<file path="src/rtl/hspPkg.sv">
package hspPkg;
  timeunit 1ns;
  timeprecision 1ps;

  localparam int RATE_CODES = 8;
  localparam int OVERSAMPLE = 16;
  localparam int DATA_BITS  = 8;

  typedef enum logic [1:0] {
    LINE_IDLE,
    LINE_START,
    LINE_DATA,
    LINE_STOP
  } lineState_t;

  // strobes from control to datapath
  typedef struct packed {
    logic rateLoad;
    logic txLoad;
    logic txShift;
    logic rxRestart;
    logic rxShift;
    logic rxCapture;
  } strobe_t;

  function automatic int unsigned baudOf(input int unsigned code);
    if (code < 5) return 32'd2400 << code;
    return 32'd57600 << (code - 5);
  endfunction

  function automatic int unsigned divisorOf(input int unsigned clkHz, input int unsigned code);
    int unsigned d;
    d = clkHz / (baudOf(code) * OVERSAMPLE);
    if (d == 0) d = 1;
    return d;
  endfunction
endpackage

</file>
<file path="src/rtl/hspTick.sv">
module hspTick #(
  parameter int DIV_W = 8
) (
  input  logic             clk,
  input  logic             rstN,
  input  logic             restart,
  input  logic [DIV_W-1:0] div,
  output logic             tick
);
  timeunit 1ns;
  timeprecision 1ps;

  logic [DIV_W-1:0] cnt;

  assign tick = (cnt == div - 1'b1);

  always_ff @(posedge clk or negedge rstN) begin
    if (!rstN)                 cnt <= '0;
    else if (restart || tick)  cnt <= '0;
    else                       cnt <= cnt + 1'b1;
  end
endmodule

</file>
<file path="src/rtl/hspDatapath.sv">
module hspDatapath import hspPkg::*; #(
  parameter int unsigned CLK_HZ = 50_000_000,
  parameter int          DIV_W  = 11
) (
  input  logic                 clk,
  input  logic                 rstN,
  input  strobe_t              strobe,
  input  logic [2:0]           rateSel,
  input  logic [DATA_BITS-1:0] txData,
  input  logic                 rxIn,
  input  logic                 ctsIn,
  input  logic                 rxReady,
  output logic                 txLine,
  output logic                 txTick,
  output logic                 rxTick,
  output logic                 rxBit,
  output logic                 rxFall,
  output logic                 ctsSync,
  output logic                 rxFull,
  output logic [DATA_BITS-1:0] rxHold
);
  timeunit 1ns;
  timeprecision 1ps;

  logic [DIV_W-1:0]     divTable [RATE_CODES];
  logic [DIV_W-1:0]     divReg;
  logic [DATA_BITS-1:0] txShreg;
  logic [DATA_BITS-1:0] rxShreg;
  logic [1:0]           rxSyncQ;
  logic [1:0]           ctsQ;
  logic                 rxPrev;

  for (genvar g = 0; g < RATE_CODES; g++) begin : gDiv
    assign divTable[g] = DIV_W'(divisorOf(CLK_HZ, g));
  end

  always_ff @(posedge clk or negedge rstN) begin
    if (!rstN)                divReg <= divTable[0];
    else if (strobe.rateLoad) divReg <= divTable[rateSel];
  end

  hspTick #(.DIV_W(DIV_W)) u_txTick (
    .clk(clk), .rstN(rstN), .restart(strobe.txLoad), .div(divReg), .tick(txTick)
  );

  hspTick #(.DIV_W(DIV_W)) u_rxTick (
    .clk(clk), .rstN(rstN), .restart(strobe.rxRestart), .div(divReg), .tick(rxTick)
  );

  // transmit shifter: ones fill in behind the data to form the stop level
  always_ff @(posedge clk or negedge rstN) begin
    if (!rstN) begin
      txLine  <= 1'b1;
      txShreg <= '1;
    end else if (strobe.txLoad) begin
      txLine  <= 1'b0;
      txShreg <= txData;
    end else if (strobe.txShift) begin
      txLine  <= txShreg[0];
      txShreg <= {1'b1, txShreg[DATA_BITS-1:1]};
    end
  end

  // input synchronisers
  always_ff @(posedge clk or negedge rstN) begin
    if (!rstN) begin
      rxSyncQ <= '1;
      rxPrev  <= 1'b1;
      ctsQ    <= '0;
    end else begin
      rxSyncQ <= {rxSyncQ[0], rxIn};
      rxPrev  <= rxSyncQ[1];
      ctsQ    <= {ctsQ[0], ctsIn};
    end
  end

  assign rxBit   = rxSyncQ[1];
  assign rxFall  = rxPrev && !rxSyncQ[1];
  assign ctsSync = ctsQ[1];

  always_ff @(posedge clk or negedge rstN) begin
    if (!rstN)               rxShreg <= '0;
    else if (strobe.rxShift) rxShreg <= {rxBit, rxShreg[DATA_BITS-1:1]};
  end

  // holding register: a byte arriving while full is discarded
  always_ff @(posedge clk or negedge rstN) begin
    if (!rstN) begin
      rxFull <= 1'b0;
      rxHold <= '0;
    end else if (strobe.rxCapture && !rxFull) begin
      rxFull <= 1'b1;
      rxHold <= rxShreg;
    end else if (rxFull && rxReady) begin
      rxFull <= 1'b0;
    end
  end
endmodule

</file>
<file path="src/rtl/hspCtrl.sv">
module hspCtrl import hspPkg::*; (
  input  logic    clk,
  input  logic    rstN,
  input  logic    txValid,
  input  logic    flowEn,
  input  logic    ctsSync,
  input  logic    txTick,
  input  logic    rxTick,
  input  logic    rxBit,
  input  logic    rxFall,
  output strobe_t strobe,
  output logic    txReady,
  output logic    frameErr
);
  timeunit 1ns;
  timeprecision 1ps;

  localparam int SUB_W = $clog2(OVERSAMPLE);
  localparam int IDX_W = $clog2(DATA_BITS);
  localparam logic [SUB_W-1:0] SUB_LAST = SUB_W'(OVERSAMPLE - 1);
  localparam logic [SUB_W-1:0] SUB_MID  = SUB_W'(OVERSAMPLE / 2 - 1);
  localparam logic [IDX_W-1:0] IDX_LAST = IDX_W'(DATA_BITS - 1);

  lineState_t       txState, rxState;
  logic [SUB_W-1:0] txSub, rxSub;
  logic [IDX_W-1:0] txBitIdx, rxBitIdx;
  logic             txExtraStop;
  logic             txBitEnd, rxBitEnd;

  assign txReady  = (txState == LINE_IDLE) && (!flowEn || ctsSync);
  assign txBitEnd = txTick && (txSub == SUB_LAST);
  assign rxBitEnd = rxTick && (rxSub == SUB_LAST);

  always_comb begin
    strobe           = '0;
    strobe.rateLoad  = (txState == LINE_IDLE);
    strobe.txLoad    = txValid && txReady;
    strobe.txShift   = txBitEnd && (txState == LINE_START || txState == LINE_DATA);
    strobe.rxRestart = (rxState == LINE_IDLE) && rxFall;
    strobe.rxShift   = rxBitEnd && (rxState == LINE_DATA);
    strobe.rxCapture = rxBitEnd && (rxState == LINE_STOP);
  end

  // transmit sequencer
  always_ff @(posedge clk or negedge rstN) begin
    if (!rstN) begin
      txState     <= LINE_IDLE;
      txSub       <= '0;
      txBitIdx    <= '0;
      txExtraStop <= 1'b0;
    end else if (strobe.txLoad) begin
      txState     <= LINE_START;
      txSub       <= '0;
      txBitIdx    <= '0;
      txExtraStop <= flowEn;
    end else if (txTick && txState != LINE_IDLE) begin
      txSub <= txSub + 1'b1;
      if (txSub == SUB_LAST) begin
        case (txState)
          LINE_START: txState <= LINE_DATA;
          LINE_DATA: begin
            txBitIdx <= txBitIdx + 1'b1;
            if (txBitIdx == IDX_LAST) txState <= LINE_STOP;
          end
          LINE_STOP: begin
            if (txExtraStop) txExtraStop <= 1'b0;
            else             txState     <= LINE_IDLE;
          end
          default: txState <= LINE_IDLE;
        endcase
      end
    end
  end

  // receive sequencer: confirm start at mid-bit, then sample every 16 ticks
  always_ff @(posedge clk or negedge rstN) begin
    if (!rstN) begin
      rxState  <= LINE_IDLE;
      rxSub    <= '0;
      rxBitIdx <= '0;
    end else begin
      case (rxState)
        LINE_IDLE: begin
          if (rxFall) begin
            rxState <= LINE_START;
            rxSub   <= '0;
          end
        end
        LINE_START: begin
          if (rxTick) begin
            rxSub <= rxSub + 1'b1;
            if (rxSub == SUB_MID) begin
              rxSub    <= '0;
              rxBitIdx <= '0;
              rxState  <= rxBit ? LINE_IDLE : LINE_DATA;
            end
          end
        end
        LINE_DATA: begin
          if (rxTick) begin
            rxSub <= rxSub + 1'b1;
            if (rxSub == SUB_LAST) begin
              rxBitIdx <= rxBitIdx + 1'b1;
              if (rxBitIdx == IDX_LAST) rxState <= LINE_STOP;
            end
          end
        end
        default: begin
          if (rxTick) begin
            rxSub <= rxSub + 1'b1;
            if (rxSub == SUB_LAST) rxState <= LINE_IDLE;
          end
        end
      endcase
    end
  end

  always_ff @(posedge clk or negedge rstN) begin
    if (!rstN) frameErr <= 1'b0;
    else       frameErr <= strobe.rxCapture && !rxBit;
  end
endmodule

</file>
<file path="src/rtl/hostSerialPort.sv">
module hostSerialPort import hspPkg::*; #(
  parameter int unsigned CLK_HZ = 50_000_000
) (
  input  logic       clk,
  input  logic       rstN,
  input  logic [2:0] rateSel,
  input  logic       flowEn,
  input  logic       txValid,
  output logic       txReady,
  input  logic [7:0] txData,
  output logic       txLine,
  input  logic       ctsIn,
  output logic       rtsOut,
  input  logic       rxIn,
  output logic       rxValid,
  input  logic       rxReady,
  output logic [7:0] rxData,
  output logic       frameErr
);
  timeunit 1ns;
  timeprecision 1ps;

  localparam int DIV_W = $clog2(divisorOf(CLK_HZ, 0) + 1);

  strobe_t strobe;
  logic    txTick, rxTick, rxBit, rxFall, ctsSync, rxFull;

  hspCtrl u_ctrl (
    .clk(clk), .rstN(rstN), .txValid(txValid), .flowEn(flowEn), .ctsSync(ctsSync),
    .txTick(txTick), .rxTick(rxTick), .rxBit(rxBit), .rxFall(rxFall),
    .strobe(strobe), .txReady(txReady), .frameErr(frameErr)
  );

  hspDatapath #(.CLK_HZ(CLK_HZ), .DIV_W(DIV_W)) u_dp (
    .clk(clk), .rstN(rstN), .strobe(strobe), .rateSel(rateSel), .txData(txData),
    .rxIn(rxIn), .ctsIn(ctsIn), .rxReady(rxReady), .txLine(txLine),
    .txTick(txTick), .rxTick(rxTick), .rxBit(rxBit), .rxFall(rxFall),
    .ctsSync(ctsSync), .rxFull(rxFull), .rxHold(rxData)
  );

  assign rxValid = rxFull;
  assign rtsOut  = !rxFull;
endmodule

</file>
<file path="config.mk">
export PLATFORM = sky130hd
export DESIGN_NAME = hostSerialPort
export DESIGN_NICKNAME = d
export VERILOG_FILES = /design/src/rtl/hspPkg.sv /design/src/rtl/hspTick.sv /design/src/rtl/hspDatapath.sv /design/src/rtl/hspCtrl.sv /design/src/rtl/hostSerialPort.sv
export SDC_FILE = /design/constraint.sdc
export NUM_CORES = 1
export LEC_CHECK = 0
export BUFFER_PORTS_ARGS = -buffer_cell sky130_fd_sc_hd__buf_2
export CAP_MARGIN = 10
export CORE_ASPECT_RATIO = 1.4
export CORE_MARGIN = 2
export CORE_UTILIZATION = 45
export CTS_BUF_LIST = sky130_fd_sc_hd__clkbuf_4 sky130_fd_sc_hd__clkbuf_8
export DETAILED_ROUTE_END_ITERATION = 6
export GPL_ROUTABILITY_DRIVEN = 1
export PLACE_DENSITY_LB_ADDON = 0.25
export REMOVE_ABC_BUFFERS = 1
export SYNTH_ARGS = -nofsm -noshare
export SYNTH_HDL_FRONTEND = slang
export SYNTH_HIERARCHICAL = 1
export SYNTH_SLANG_ARGS = --single-unit
</file>
<file path="constraint.sdc">
create_clock -name clk -period 10.5 [get_ports clk]
set_clock_uncertainty 0.05 [all_clocks]
set_input_delay 2.1 -clock clk [delete_from_list [all_inputs] [get_ports clk]]
set_output_delay 2.1 -clock clk [all_outputs]
set_load 0.1 [all_outputs]
</file>
==> Word level (Yosys, flattened, before mapping) <==
Memories as Yosys holds them, arrays and structs flattened. A register that Yosys moved wholly into a read port is not among the register bits.
Index checks and enable logic that the tools add are counted.
{ "totals": {"regBits": 73, "rom_bits": 88, "in_bits": 18, "output_inout_bits": 13, "wordCells": 131, "n_memories": 1} }
{ "classes": {"n_addsub": 7, "n_eq_ne": 21, "mux": 44, "bitwise_logic": 1, "n_reduce_logical": 39} }
{ "memory_table": {"columns": ["memory", "depth", "width", "read_ports", "rd_clocked_by_memory_dff", "wr", "line_no", "text"], "rows": [
  ["(name not given)", 8, 11, 1, 1, 0, "hspDatapath.sv:39", "else if (strobe.rateLoad) divReg <= divTable[rateSel];"]
]} }
{ "ops": {"columns": ["cell", "n"], "rows": [
  ["$mux W2", 14],
  ["$mux W3", 8],
  ["$mux W4", 6],
  ["$add A11 B1 Y11 const B", 2],
  ["$eq A11 B11 Y1", 2],
  ["$mux W11", 2],
  ["$reduce_bool A2 Y1", 9],
  ["$mux W8", 2],
  ["$logic_and A1 B1 Y1", 13],
  ["$pmux W2 S3", 2],
  ["$sub A11 B1 Y11 const B", 1],
  ["$reduce_and A3 Y1", 3],
  ["$add A4 B1 Y4 const B", 2],
  ["$eq A2 B2 Y1 const B", 4],
  ["$eq A4 B4 Y1 const B", 2],
  ["$mux W1", 8],
  ["$ne A2 B1 Y1 const B", 4],
  ["$pmux W4 S2", 1],
  ["$reduce_and A8 Y1", 1],
  ["$add A3 B1 Y3 const B", 2],
  ["$eq A3 B3 Y1 const B", 2],
  ["$ne A3 B2 Y1 const B", 2],
  ["$pmux W3 S2", 1],
  ["$reduce_and A5 Y1", 1],
  ["9 further kinds", 18]
]} }

==> Depth between registers and ports, before layout <==
{ "logic_depth": {"depth_word": 6, "ltp_mapped": 13, "depth_no_buf": 11} }

==> Cells and area by module <==
The synthesis kept the hierarchy.
{ "by_module_without_submodules": {"columns": ["module", "n_inst", "cells_each", "area_per_inst_um2", "seq_area_each_um2"], "rows": [
  ["hspDatapath", 1, 136, 1838.0, 1072.3],
  ["hspCtrl", 1, 113, 1122.3, 500.5],
  ["hspTick (u_dp.u_txTick)", 1, 102, 900.9, 275.3],
  ["hspTick (u_dp.u_rxTick)", 1, 101, 874.6, 275.3],
  ["hostSerialPort", 1, 1, 3.8, 0.0]
]} }

==> Worst setup path before layout <==
OpenSTA, ideal clock, no wires.
{ "synth_timing": {"kind": "input to output", "startpoint": "input flowEn", "endpoint": "output txReady", "t_arrival_ns": 2.913, "t_required_ns": 8.350, "setup_slack_ns": 5.437, "path_stages": 2, "cell_sequence": "nand2b_1 and2_1"} }
{ "synth_between": {"elab_chain_len": 3} }
{ "synth_rtl": {"columns": ["item", "line_no", "text"], "rows": [
  ["from (decl)", "hostSerialPort.sv:7", "input logic flowEn,"],
  ["$logic_not A1 Y1", "hspCtrl.sv:30", "assign txReady = (txState == LINE_IDLE) && (!flowEn || ctsSync);"],
  ["$logic_or A1 B1 Y1", "hspCtrl.sv:30", null],
  ["$logic_and A1 B1 Y1", "hspCtrl.sv:30", null],
  ["to (decl)", "hostSerialPort.sv:9", "output logic txReady,"]
]} }
No other way between the ends.

==> Worst setup path after layout <==
Ends and elaborated chain as after synthesis.

==> run summary <==
===========================================================================================
Share of synthesized registers carrying an async set or reset ................       100.0%
Number of antenna violations at the first check in global routing ............            0
Total power consumption of the routed design .................................  0.0006616 W
Crit. End Element ............................................................  output port
Flop and latch count out of synthesis ........................................           84
Static Leak ..................................................................     2.239 nW
Final-layout setup total negative slack ......................................         0 ps
Cell taking the most area after synthesis .................................... sky130_fd_sc_hd__dfrtp_1
CTS Root Buffer Type ......................................................... sky130_fd_sc_hd__clkbuf_8
Total global routing overflow ................................................            0
Number of design-rule violations left by the first detailed-router iteration .          163
Final RePlAce weighted congestion ............................................       0.8030
Dominant register cell in the synthesized netlist ............................ sky130_fd_sc_hd__dfrtp_1
Highest clock frequency the design can meet ..................................    201.2 MHz
Net total in the final layout ................................................          518
Cell-by-cell listing of the critical path .................................... buf_2 -> nand2b_1 -> and2_1 -> buf_2
Wire length per cell .........................................................     14.14 um
Worst-case clock buffer depth ................................................            2
Yosys synthesis warning count ................................................            6
Starting density of the core .................................................       46.04%
Post-layout minimum cycle time ...............................................      4971 ps
Number of sinks driven by the clock tree .....................................           84
Final instance count without filler cells ....................................          621
Vias/cell ....................................................................        5.367
WL met1 ......................................................................     4.048 mm
Number of diodes .............................................................            0
Number of different library cells in the post-synthesis netlist ..............           59
Number of instances in the synthesized netlist ...............................          453
Port Buffer Count ............................................................           30
RSZ-0062 raised after global routing .........................................           no
Required time of the critical path ...........................................      8350 ps
Pin count of the biggest net entering global routing .........................           85
Number of H-tree branching levels ............................................            3
Critical path class .......................................................... input pin to output port
Slew at the pin with the worst max-slew slack ................................      1010 ps
Number of enable-type register cells in the synthesized netlist ..............            0
Uppermost layer routed .......................................................         met4
Max capacitance violation total ..............................................            0
Number of resized instances in the post-cts repair step ......................            0
Clock Pin Slew Worst Setup and Hold Paths ....................................        80 ps
Total of fill cells in the finished design ...................................          948
Area of the core ............................................................. 0.01029 mm^2
Die area ..................................................................... 0.01138 mm^2
Number of global-route vias before repair ....................................         3396
Fraction of synthesized cell area taken by the top area cell type ............       35.37%
Met2 wire length .............................................................     4.408 mm
Detailed-route wire length ...................................................     8.781 mm
Post-Place Cells .............................................................          605
Std cell rows ................................................................           44
Clock buffers created by TritonCTS ...........................................            9
Max Transition Viols Final ...................................................            0
First-pass DRT Iterations ....................................................            4
Critical Path Start Type .....................................................    input pin
Buffers plus inverters on the worst setup path ...............................            2
Post-CTS Hold Fix Bufs .......................................................            0
Critical Path Max Stage Delay ................................................       420 ps
Crit path arrival time .......................................................      2820 ps
DRC errors left ..............................................................            0
Power density normalized to cell area ........................................ 128.4 mW/mm^2
Clock latency of the later-clocked register in the worst-skew pair ...........       350 ps
Clock tree from TritonCTS ....................................................         done
Master of the slowest instance on the critical path .......................... sky130_fd_sc_hd__buf_2
DIE WIDTH ....................................................................     90.74 um
Area Overhead vs Synth .......................................................       8.712%
Wire length of the first global-routing pass .................................     15.35 mm
Final hold violations ........................................................            0
Fraction of the cycle the final worst path needs .............................       47.34%
Mapped cell area ............................................................. 0.004740 mm^2
Sum of net half-perimeters after detailed placement ..........................     6.033 mm
Sequential cell area fraction in the yosys report ............................       44.80%
Detail Route Antenna Nets ....................................................            0
Vertical die dimension .......................................................     125.4 um
Fraction of final layout cells sized beyond drive strength 1 .................       20.91%
Critical Path Fanout Max .....................................................            2
Worst min path class ......................................................... flop to flop
Final-report setup violation count ...........................................            0
Vias after detailed routing ..................................................         3333
Final worst hold slack .......................................................     306.2 ps
Most frequent cell on the critical path ...................................... sky130_fd_sc_hd__buf_2
Run status ................................................................... finished clean
Top-level port count .........................................................           31
Most area-consuming cells after synthesis .................................... sky130_fd_sc_hd__dfrtp_1, sky130_fd_sc_hd__dfstp_2, sky130_fd_sc_hd__ha_1
Routed met3 length ...........................................................       170 um
Total global-route track usage ...............................................       16.40%
Cell class contributing the biggest share of worst-path delay ................ buffers and inverters
Post-CTS setup buffer count ..................................................            0
Mean cell area of the mapped netlist .........................................   10.46 um^2
Relative slew margins ........................................................       32.66%
IR drop worst, VDD ...........................................................   0.08499 mV
===========================================================================================
area by class of cell:
| cell class | count | area (um^2) | area share [%] |
|---|---|---|---|
| Multi-Input combinational cell | 330 | 2404 | 46.65 |
| Clock buffer | 11 | 151.4 | 2.938 |
| Clock inverter | 5 | 58.81 | 1.141 |
| Inverter | 22 | 82.58 | 1.603 |
| Tap cell | 138 | 172.7 | 3.351 |
| Timing Repair Buffer | 31 | 160.2 | 3.108 |
| Sequential cell | 84 | 2123 | 41.21 |
kinds of logic after synthesis:
| kind of cell | Yosys count | synth area share [%] |
|---|---|---|
| adders and majority gates | 22 | 5.808 |
| muxes | 36 | 8.791 |
| buffers and inverters | 39 | 4.488 |
| and+or+nand+nor | 160 | 18.59 |
| AOI/OAI and AO/OA | 62 | 8.290 |
| DFF | 84 | 44.80 |
| xor gates and xnor gates | 50 | 9.240 |
flip-flops by register name, indices dropped and copies added (netlist names):
name                cells
u_ctrl/frameErr         1
u_ctrl/rxBitIdx         3
u_ctrl/rxState          2
u_ctrl/rxSub            4
u_ctrl/txBitIdx         3
u_ctrl/txExtraStop      1
u_ctrl/txState          2
u_ctrl/txSub            4
u_dp/ctsQ               2
u_dp/divReg            11
u_dp/rxFull             1
u_dp/rxHold             8
u_dp/rxPrev             1
u_dp/rxShreg            8
u_dp/rxSyncQ            2
u_dp/txLine             1
u_dp/txShreg            8
u_dp/u_rxTick/cnt      11
u_dp/u_txTick/cnt      11
final timing paths:
path / from / endpoint / slack [ps] / depth (start not counted)
setup / recovery: flowEn / txReady / 5530 / 4
max in group asynchronous: rstN / u_ctrl/txSub[0] / 7900 / 1
hold reg to reg: u_dp/ctsQ[0] / u_dp/ctsQ[1] / 310 / 0
hold / removal: u_dp/ctsQ[0] / u_dp/ctsQ[1] / 310 / 0
min in group asynchronous: rstN / u_ctrl/rxSub[1] / 1860 / 1
setup reg to reg: u_dp/divReg[0] / u_ctrl/txState[1] / 6270 / 11
per-layer routing:
| layer | GRT usage (%) | up-vias |
|---|---|---|
| met2 | 28.71 | 45 |
| met3 | 2.048 | 9 |
| li1 | - | 1644 |
| met1 | 20.05 | 1635 |
| met4 | 7.511 | 0 |
| met5 | 0 | - |
power by group:
part	leakage, nW	internal, W	switching (W)
registers	1.01	0.000339	0.0000197
logic	1.13	0.0000311	0.0000329
clock network	0.102	0.000123	0.000116
metrics by stage:
| step | setup WS (ps) | area (um^2) | utilization, % |
|---|---|---|---|
| after floorplan | 5437 | 4609 | - |
| after global placement | 5537 | 4942 | 48.01 |
| after detailed placement | 5533 | 4942 | 48.01 |
| after CTS | 5530 | 5152 | 50.05 |
| after global routing | 5502 | 5152 | 50.05 |
| final | 5529 | 5152 | 50.05 |
synthesized netlist by cell type (2+ instances only):
library cell	instances
sky130_fd_sc_hd__a21oi_1	12
sky130_fd_sc_hd__dfrtp_1	67
sky130_fd_sc_hd__buf_2	2
sky130_fd_sc_hd__nor2b_1	8
sky130_fd_sc_hd__nor2_1	24
sky130_fd_sc_hd__nor3b_1	4
sky130_fd_sc_hd__mux2_4	8
sky130_fd_sc_hd__nand2b_1	4
sky130_fd_sc_hd__and2_1	3
sky130_fd_sc_hd__dfstp_2	17
sky130_fd_sc_hd__nor4b_1	2
sky130_fd_sc_hd__nand3_1	22
sky130_fd_sc_hd__or4b_4	2
sky130_fd_sc_hd__clkbuf_1	5
sky130_fd_sc_hd__ha_1	22
sky130_fd_sc_hd__a22o_1	2
sky130_fd_sc_hd__xor2_1	24
sky130_fd_sc_hd__o21ai_0	25
sky130_fd_sc_hd__xnor2_1	26
sky130_fd_sc_hd__nand2_1	25
sky130_fd_sc_hd__inv_1	22
sky130_fd_sc_hd__nor3_1	31
sky130_fd_sc_hd__mux2_2	13
sky130_fd_sc_hd__mux2i_1	15
sky130_fd_sc_hd__buf_6	7
sky130_fd_sc_hd__a31o_2	3
sky130_fd_sc_hd__buf_4	3
sky130_fd_sc_hd__nand4_1	7
sky130_fd_sc_hd__nor4_1	4
sky130_fd_sc_hd__and3_1	5
sky130_fd_sc_hd__or3_1	5
sky130_fd_sc_hd__a31oi_1	7
placed cells by master, fill, tap and decap left out, types with 22 or more instances in the layout:
cell type / n
sky130_fd_sc_hd__nand2_1: 25
sky130_fd_sc_hd__inv_1: 22
sky130_fd_sc_hd__xor2_1: 24
sky130_fd_sc_hd__dfrtp_1: 67
sky130_fd_sc_hd__nor3_1: 31
sky130_fd_sc_hd__nand3_1: 22
sky130_fd_sc_hd__buf_2: 29
sky130_fd_sc_hd__nor2_1: 24
sky130_fd_sc_hd__o21ai_0: 25
sky130_fd_sc_hd__xnor2_1: 26
sky130_fd_sc_hd__ha_1: 22
worst register-to-register path, delay by kind of cell (launching register included):
kind / cells / cell delay [ps]
AO/OA/AOI/OAI: 5 / 1590
adder cells (fa/ha/maj): 1 / 270
buffers and inverters: 1 / 120
flip-flops: 1 / 530
AND/OR/NAND/NOR: 4 / 1560
No activity file was read; power rests on OpenSTA's default activity.
